===== config.mk =====
export PLATFORM = sky130hd
export DESIGN_NAME = rv_alu_exec
export DESIGN_NICKNAME = d
export VERILOG_FILES = /design/src/rtl/rv_alu_pkg.sv /design/src/rtl/rv_alu_decode.sv /design/src/rtl/rv_alu_shift.sv /design/src/rtl/rv_alu_core.sv /design/src/rtl/rv_alu_exec.sv
export SDC_FILE = /design/constraint.sdc
export NUM_CORES = 1
export LEC_CHECK = 0
export BUFFER_PORTS_ARGS = -buffer_cell sky130_fd_sc_hd__buf_2
export CORE_ASPECT_RATIO = 1.4
export CORE_MARGIN = 5
export CORE_UTILIZATION = 65
export DETAILED_ROUTE_END_ITERATION = 8
export GPL_ROUTABILITY_DRIVEN = 0
export PLACE_DENSITY_LB_ADDON = 0.05
export SLEW_MARGIN = 40
export SYNTH_ARGS = -nofsm -noshare
export SYNTH_HDL_FRONTEND = slang
export SYNTH_HIERARCHICAL = 1
export SYNTH_SLANG_ARGS = --single-unit

===== constraint.sdc =====
create_clock -name vclk -period 11.03
set_clock_uncertainty 0.15 [all_clocks]
set_input_delay 0.5515 -clock vclk [all_inputs]
set_output_delay 0.5515 -clock vclk [all_outputs]
set_load 0.02 [all_outputs]

===== src/rtl/rv_alu_pkg.sv =====
package rv_alu_pkg;
  localparam int unsigned ILEN = 32;
  localparam logic [6:0] OPC_REG = 7'b0110011;
  localparam logic [6:0] OPC_IMM = 7'b0010011;
  localparam logic [6:0] F7_BASE = 7'b0000000;
  localparam logic [6:0] F7_ALT  = 7'b0100000;

  typedef enum logic [3:0] {
    ALU_ADD, ALU_SUB, ALU_SLL, ALU_SLT, ALU_SLTU,
    ALU_XOR, ALU_SRL, ALU_SRA, ALU_OR,  ALU_AND
  } alu_op_e;

  typedef struct packed {
    alu_op_e op;
    logic    use_imm;
    logic    valid;
  } dec_t;
endpackage


===== src/rtl/rv_alu_decode.sv =====
module rv_alu_decode
  import rv_alu_pkg::*;
#(
  parameter int unsigned XLEN = 32
) (
  input  logic [ILEN-1:0] instr_i,
  output dec_t            dec_o,
  output logic [XLEN-1:0] imm_o
);
  localparam int unsigned IMMW = 12;

  logic [6:0] opc, f7;
  logic [2:0] f3;
  logic       f7_base, f7_alt;

  assign opc     = instr_i[6:0];
  assign f3      = instr_i[14:12];
  assign f7      = instr_i[31:25];
  assign f7_base = (f7 == F7_BASE);
  assign f7_alt  = (f7 == F7_ALT);

  // sign bit is always instr[31]
  assign imm_o = {{(XLEN-IMMW){instr_i[31]}}, instr_i[31:20]};

  alu_op_e base_op;
  always_comb begin
    case (f3)
      3'b000:  base_op = ALU_ADD;
      3'b001:  base_op = ALU_SLL;
      3'b010:  base_op = ALU_SLT;
      3'b011:  base_op = ALU_SLTU;
      3'b100:  base_op = ALU_XOR;
      3'b101:  base_op = ALU_SRL;
      3'b110:  base_op = ALU_OR;
      default: base_op = ALU_AND;
    endcase
  end

  always_comb begin
    dec_o.op      = base_op;
    dec_o.use_imm = 1'b0;
    dec_o.valid   = 1'b0;
    if (opc == OPC_REG) begin
      dec_o.valid = f7_base | (f7_alt & ((f3 == 3'b000) | (f3 == 3'b101)));
      if (f7_alt) dec_o.op = (f3 == 3'b000) ? ALU_SUB : ALU_SRA;
    end else if (opc == OPC_IMM) begin
      dec_o.use_imm = 1'b1;
      case (f3)
        3'b001: dec_o.valid = f7_base;
        3'b101: begin
          dec_o.valid = f7_base | f7_alt;
          if (f7_alt) dec_o.op = ALU_SRA;
        end
        default: dec_o.valid = 1'b1;
      endcase
    end
  end
endmodule


===== src/rtl/rv_alu_shift.sv =====
module rv_alu_shift #(
  parameter int unsigned XLEN = 32,
  localparam int unsigned SHW = $clog2(XLEN)
) (
  input  logic [XLEN-1:0] data_i,
  input  logic [SHW-1:0]  amt_i,
  input  logic            left_i,
  input  logic            arith_i,
  output logic [XLEN-1:0] res_o
);
  logic [XLEN-1:0] rev_in, rev_out;
  logic [XLEN-1:0] stg [SHW+1];
  logic            fill;

  // left shift = right shift of the bit-reversed word
  for (genvar i = 0; i < XLEN; i++) begin : g_rev
    assign rev_in[i]  = data_i[XLEN-1-i];
    assign rev_out[i] = stg[SHW][XLEN-1-i];
  end

  assign fill   = arith_i & ~left_i & data_i[XLEN-1];
  assign stg[0] = left_i ? rev_in : data_i;

  for (genvar s = 0; s < SHW; s++) begin : g_stage
    localparam int unsigned STEP = 1 << s;
    assign stg[s+1] = amt_i[s] ? {{STEP{fill}}, stg[s][XLEN-1:STEP]} : stg[s];
  end

  assign res_o = left_i ? rev_out : stg[SHW];
endmodule


===== src/rtl/rv_alu_core.sv =====
module rv_alu_core
  import rv_alu_pkg::*;
#(
  parameter int unsigned XLEN = 32,
  localparam int unsigned SHW = $clog2(XLEN)
) (
  input  alu_op_e         op_i,
  input  logic [XLEN-1:0] a_i,
  input  logic [XLEN-1:0] b_i,
  output logic [XLEN-1:0] res_o
);
  logic [XLEN:0]   diff;
  logic [XLEN-1:0] sum, shift_res;
  logic            lt_u, lt_s;

  // one subtractor feeds both sub and the compares
  assign diff = {1'b0, a_i} - {1'b0, b_i};
  assign sum  = a_i + b_i;
  assign lt_u = diff[XLEN];
  assign lt_s = (a_i[XLEN-1] ^ b_i[XLEN-1]) ? a_i[XLEN-1] : lt_u;

  rv_alu_shift #(.XLEN(XLEN)) u_shift (
    .data_i (a_i),
    .amt_i  (b_i[SHW-1:0]),
    .left_i (op_i == ALU_SLL),
    .arith_i(op_i == ALU_SRA),
    .res_o  (shift_res)
  );

  always_comb begin
    case (op_i)
      ALU_ADD:                  res_o = sum;
      ALU_SUB:                  res_o = diff[XLEN-1:0];
      ALU_SLT:                  res_o = {{(XLEN-1){1'b0}}, lt_s};
      ALU_SLTU:                 res_o = {{(XLEN-1){1'b0}}, lt_u};
      ALU_XOR:                  res_o = a_i ^ b_i;
      ALU_OR:                   res_o = a_i | b_i;
      ALU_AND:                  res_o = a_i & b_i;
      ALU_SLL, ALU_SRL, ALU_SRA: res_o = shift_res;
      default:                  res_o = '0;
    endcase
  end
endmodule


===== src/rtl/rv_alu_exec.sv =====
module rv_alu_exec
  import rv_alu_pkg::*;
(
  input  logic [31:0] instr_i,
  input  logic [31:0] rs1_i,
  input  logic [31:0] rs2_i,
  output logic [31:0] result_o,
  output logic        valid_o
);
  localparam int unsigned XLEN = 32;

  dec_t            dec;
  logic [XLEN-1:0] imm, op_b, core_res;

  rv_alu_decode #(.XLEN(XLEN)) u_dec (
    .instr_i(instr_i),
    .dec_o  (dec),
    .imm_o  (imm)
  );

  // shamt is the low bits of operand b in both forms
  assign op_b = dec.use_imm ? imm : rs2_i;

  rv_alu_core #(.XLEN(XLEN)) u_core (
    .op_i (dec.op),
    .a_i  (rs1_i),
    .b_i  (op_b),
    .res_o(core_res)
  );

  assign valid_o  = dec.valid;
  assign result_o = dec.valid ? core_res : '0;
endmodule


* After elaboration in Yosys (flattened, before gate mapping)
Cells that the tools add are included.
** Cells by class
- Add/sub/neg operators :: 2
- Equal/unequal tests :: 18
- Mux-type cells :: 21
- Bitwise gates (word level) :: 11
- Reduce and logical (&&, ||, !) cells :: 4
** Operators by type and width (number)
- 2-to-1 mux 32 bit :: 9
- one-hot mux 32 bit (8 select lines) :: 1
- subtractor 32 x 32 -> 33 bit :: 1
- adder 32 bit :: 1
- AND 32 bit :: 1
- bitwise OR 32 bit :: 1
- bitwise XOR 32 bit :: 1
- one-hot mux 4 bit (7 select lines) :: 1
- == test 4 x 3 -> 1 bit, second input constant :: 4
- 2-to-1 mux 4 bit :: 4
- == test 7 x 6 -> 1 bit, second input constant :: 2
- == test 3 bit, second input constant :: 3
- == test 4 x 2 -> 1 bit, second input constant :: 2
- == test 4 bit, second input constant :: 2
- == test 7 x 5 -> 1 bit, second input constant :: 1
- logical NOT 7 bit :: 1
- == test 3 x 2 -> 1 bit, second input constant :: 2
- 2-to-1 mux 6 bit :: 1
- == test 4 x 1 -> 1 bit, second input constant :: 1
- logical NOT 4 bit :: 1
- AND 1 bit :: 3
- == test 3 x 1 -> 1 bit, second input constant :: 1
- logical NOT 3 bit :: 1
- 2-to-1 mux 1 bit :: 3
- other kinds (6) :: 8
** Storage, ports and cells
- Register bits :: 0
- Input port bits :: 96
- Output and inout port bits :: 33
- Logic and storage cells :: 56

* Logic depth before layout (Yosys ltp)
- Depth after elaboration :: 18
- Gate-level depth with buffers :: 22

* By module
The synthesis kept the hierarchy.
** By module, submodules not included
- rv_alu_core :: times used 1, cells each 755, area an instance 4929.7 um^2, seq. area each 0.0 um^2
- rv_alu_shift :: times used 1, cells each 461, area an instance 3594.7 um^2, seq. area each 0.0 um^2
- rv_alu_exec :: times used 1, cells each 71, area an instance 755.7 um^2, seq. area each 0.0 um^2
- rv_alu_decode :: times used 1, cells each 62, area an instance 456.7 um^2, seq. area each 0.0 um^2

* Least setup slack after synthesis
OpenSTA, ideal clock, no wires.
- Kind :: input-to-output
- Start point :: in instr_i[26]
- End point :: out result_o[28]
- Arrival :: 4.973 ns
- Slack :: 5.356 ns
- Stages on the path :: 18
- Cell sequence :: or4_4 -> nor2_2 -> nand4_1 -> and3_1 -> or2_2 -> buf_2 -> nor3b_1 -> buf_2 -> clkinv_1 -> mux4_2 -> mux2_2 -> o21a_1 -> a21oi_1 -> mux2i_1 -> a221o_1 -> a2111o_1 -> a32o_1 -> and2_1
** RTL lines
- from (decl) :: line rv_alu_exec.sv:4 : input logic [31:0] instr_i,
- to (decl) :: line rv_alu_exec.sv:7 : output logic [31:0] result_o,

==> flow_summary_export.csv <==
group,metric,value,unit
global_routing,grt-ovfl-total,0,
logic_synthesis,synth_compound_area_frac,0.321,
logic_synthesis,synth_top_cells_by_area,"ha_1, mux4_2, mux2_2",
pwr,ir_worst_vdd,0.0333,mV
global_routing,grt_pass1_vias,10700,
logic_synthesis,synth_xor_area_frac,0.00450,
global_routing,grt_usage,0.413,
cells_and_area,fin_nets,1556,
critical_path,path_class,"in -> out",
drt,avgRoutedWirePerCell,24.8,µm
drt,finalWirelength,38.5,mm
drt,ant_nets,0,
global_routing,grt_max_degree,79,
die,core,0.0149,mm²
global_routing,grt_pass1_wl,58.4,mm
critical_path,end_kind,"primary output",
cells_and_area,seq_cells,0,
logic_synthesis,syn_nets,1543,
cells_and_area,diodes,0,
cells_and_area,n_clock_buffer,0,
place,portBuffers,119,
drt,viasPerCell,7.40,
drt,drcViolationCount,0,
die,io_pins,129,
timing,grt_setup_unrepaired,"false",
cells_and_area,regArea,0,µm²
logic_synthesis,synth.most_common_cell,"nor2_1",
die,start_util,0.655,
timing,slew_violations,0,
die,die_area,0.0176,mm²
die,die_h,155,µm
timing,setup_tns,0,ps
logic_synthesis,synth_top_family_by_area,"compound AO/OA/AOI/OAI gates",
logic_synthesis,synthDistinctLibCells,98,
timing,fin_crit_sh,0.669,
logic_synthesis,synth_top_area_frac,0.123,
timing,worst_slack,3650,ps
drt,vias,11500,
clocking,cts_hold_buffers,0,
global_routing,grt_antenna_before_repair,0,
cells_and_area,fill_cells,1414,
place,dp_hpwl,29.2,mm
logic_synthesis,synthSimpleGateAreaFrac,0.214,
place,pre_cts_slack,3820,ps
critical_path,max_stage_delay,570,ps
critical_path,cp_slowest_cell,"buf_6",
logic_synthesis,synth_area,0.00974,mm²
die,rows,53,
cells_and_area,utilization,0.675,
timing,min_period,7380,ps
critical_path,worstPathCellList,"buf_2 -> nand4bb_2 -> or3b_1 -> nor2_4 -> buf_4 -> mux2_4 -> buf_6 -> mux2_2 -> mux4_2 -> a222oi_1 -> o311ai_0 -> nand2_1 -> o21ai_0 -> a221o_1 -> a2111oi_0 -> o21a_1 -> nor2_1 -> and2_1 -> buf_2",
timing,relSlewSlack,0.368,
logic_synthesis,synth_fa_ha_area_frac,0.127,
timing,setup_viol,0,
run,cap_violations,0,
logic_synthesis,synth_common_cells,"nor2_1, inv_1, nand2_1",
timing,tightest_slew,947,ps
critical_path,arrival,6680,ps
cells_and_area,area_delta_synth_final,2.96,%
die,die_w,113,µm
cells_and_area,multiInputGateArea,0.00866,mm²
status,outcome,"completed",
logic_synthesis,yosys_warnings,6,
worst_hold_path,hold_path_class,"in -> out",
cells_and_area,drive_gt1_frac,0.215,
pwr,p_leak,4.54,nW
timing,fmaxAchievable,0.135,GHz
pwr,powerDensity,54.8,mW/mm²
clocking,cts_resized,0,
logic_synthesis,avgSynthCellArea,7.22,µm²
logic_synthesis,synthMuxAreaShare,0.217,
critical_path,worst_setup_path_start_kind,"input port",
drt,drt_iter0_drc,1872,
clocking,postCtsSetupBuffers,0,
timing,hold-worst-slack,1530,ps
critical_path,crit_fanout,78,
critical_path,cp.required,10330,ps
drt,drtPass1Iterations,9,
logic_synthesis,yosysTopAreaCell,"ha_1",
cells_and_area,finalNonFillerCells,1552,
logic_synthesis,syn-instance-count,1349,
logic_synthesis,yosysSeqAreaShare,0,
place,placed_cells,1552,
critical_path,crit_top_cell,"buf_2",
timing,hold_violations,0,
## metal layers
metal  track usage  wire length, µm
met5             0                0
met4         0.285             3520
met3        0.0861             4230
met2         0.687            17800
met1         0.470            13000
## cells in the final DEF (no fill, tap or decap), drive strengths merged, types with 5 or more instances in the layout
cell	netlist	final
nand4	11	11
nand3	26	26
o211ai	21	21
ha	96	96
nor4	7	7
mux2i	31	31
nand2b	16	16
a211o	12	12
a221o	12	12
o221ai	12	12
nor2	131	131
a2111oi	5	5
a221oi	35	35
a21oi	99	99
o22ai	26	26
o21a	7	7
or2	14	14
o21ai	72	72
o21bai	15	15
a31oi	13	13
a211oi	20	20
inv	103	103
mux4	34	34
buf	72	136
o2111ai	6	6
nor3	28	28
mux2	82	82
o31a	5	5
or4	10	10
o31ai	17	17
a22oi	8	8
and2	35	35
a21o	17	17
nand2	103	103
nor2b	17	17
## per-stage QoR
step                      power [mW]  area, µm²
after floorplan                0.380       9740
after global placement         0.512       9990
after detailed placement       0.519      10000
after CTS                      0.520      10000
after global routing           0.578      10000
final                          0.549      10000
## logic make-up (layout without fill, tap and decap cells)
kind of cell | after synthesis | in the layout
buffers and inverters | 230 | 241
multiplexers | 147 | 147
XOR/XNOR | 5 | 5
adder cells (fa/ha/maj) | 98 | 98
AND/OR/NAND/NOR | 423 | 423
AO/OA/AOI/OAI | 446 | 446
## where the power goes
part           total, mW  internal [mW]  switching [mW]
sequential             0              0               0
clock                  0              0               0
combinational      0.549          0.204           0.345
total              0.549          0.204           0.345
## final cells by class
cell class,instances,share of cell area
Multi-Input combinational cell,1119,0.863
Timing Repair Buffer,136,0.0733
Inverter,105,0.0393
Tap cell,192,0.0240
## critical path, delay by kind of cell
kind	cells	cell delay, ps
AOI/OAI and AO/OA	6	1940
buffers and inverters	4	1270
muxes	3	1370
and+or+nand+nor	6	1520
## final timing paths
check	to	slack (ps)	cells after the start	from
max	result_o[24]	3650	19	instr_i[2]
min	result_o[5]	1530	4	instr_i[5]
(Power assumes the default switching activity.)
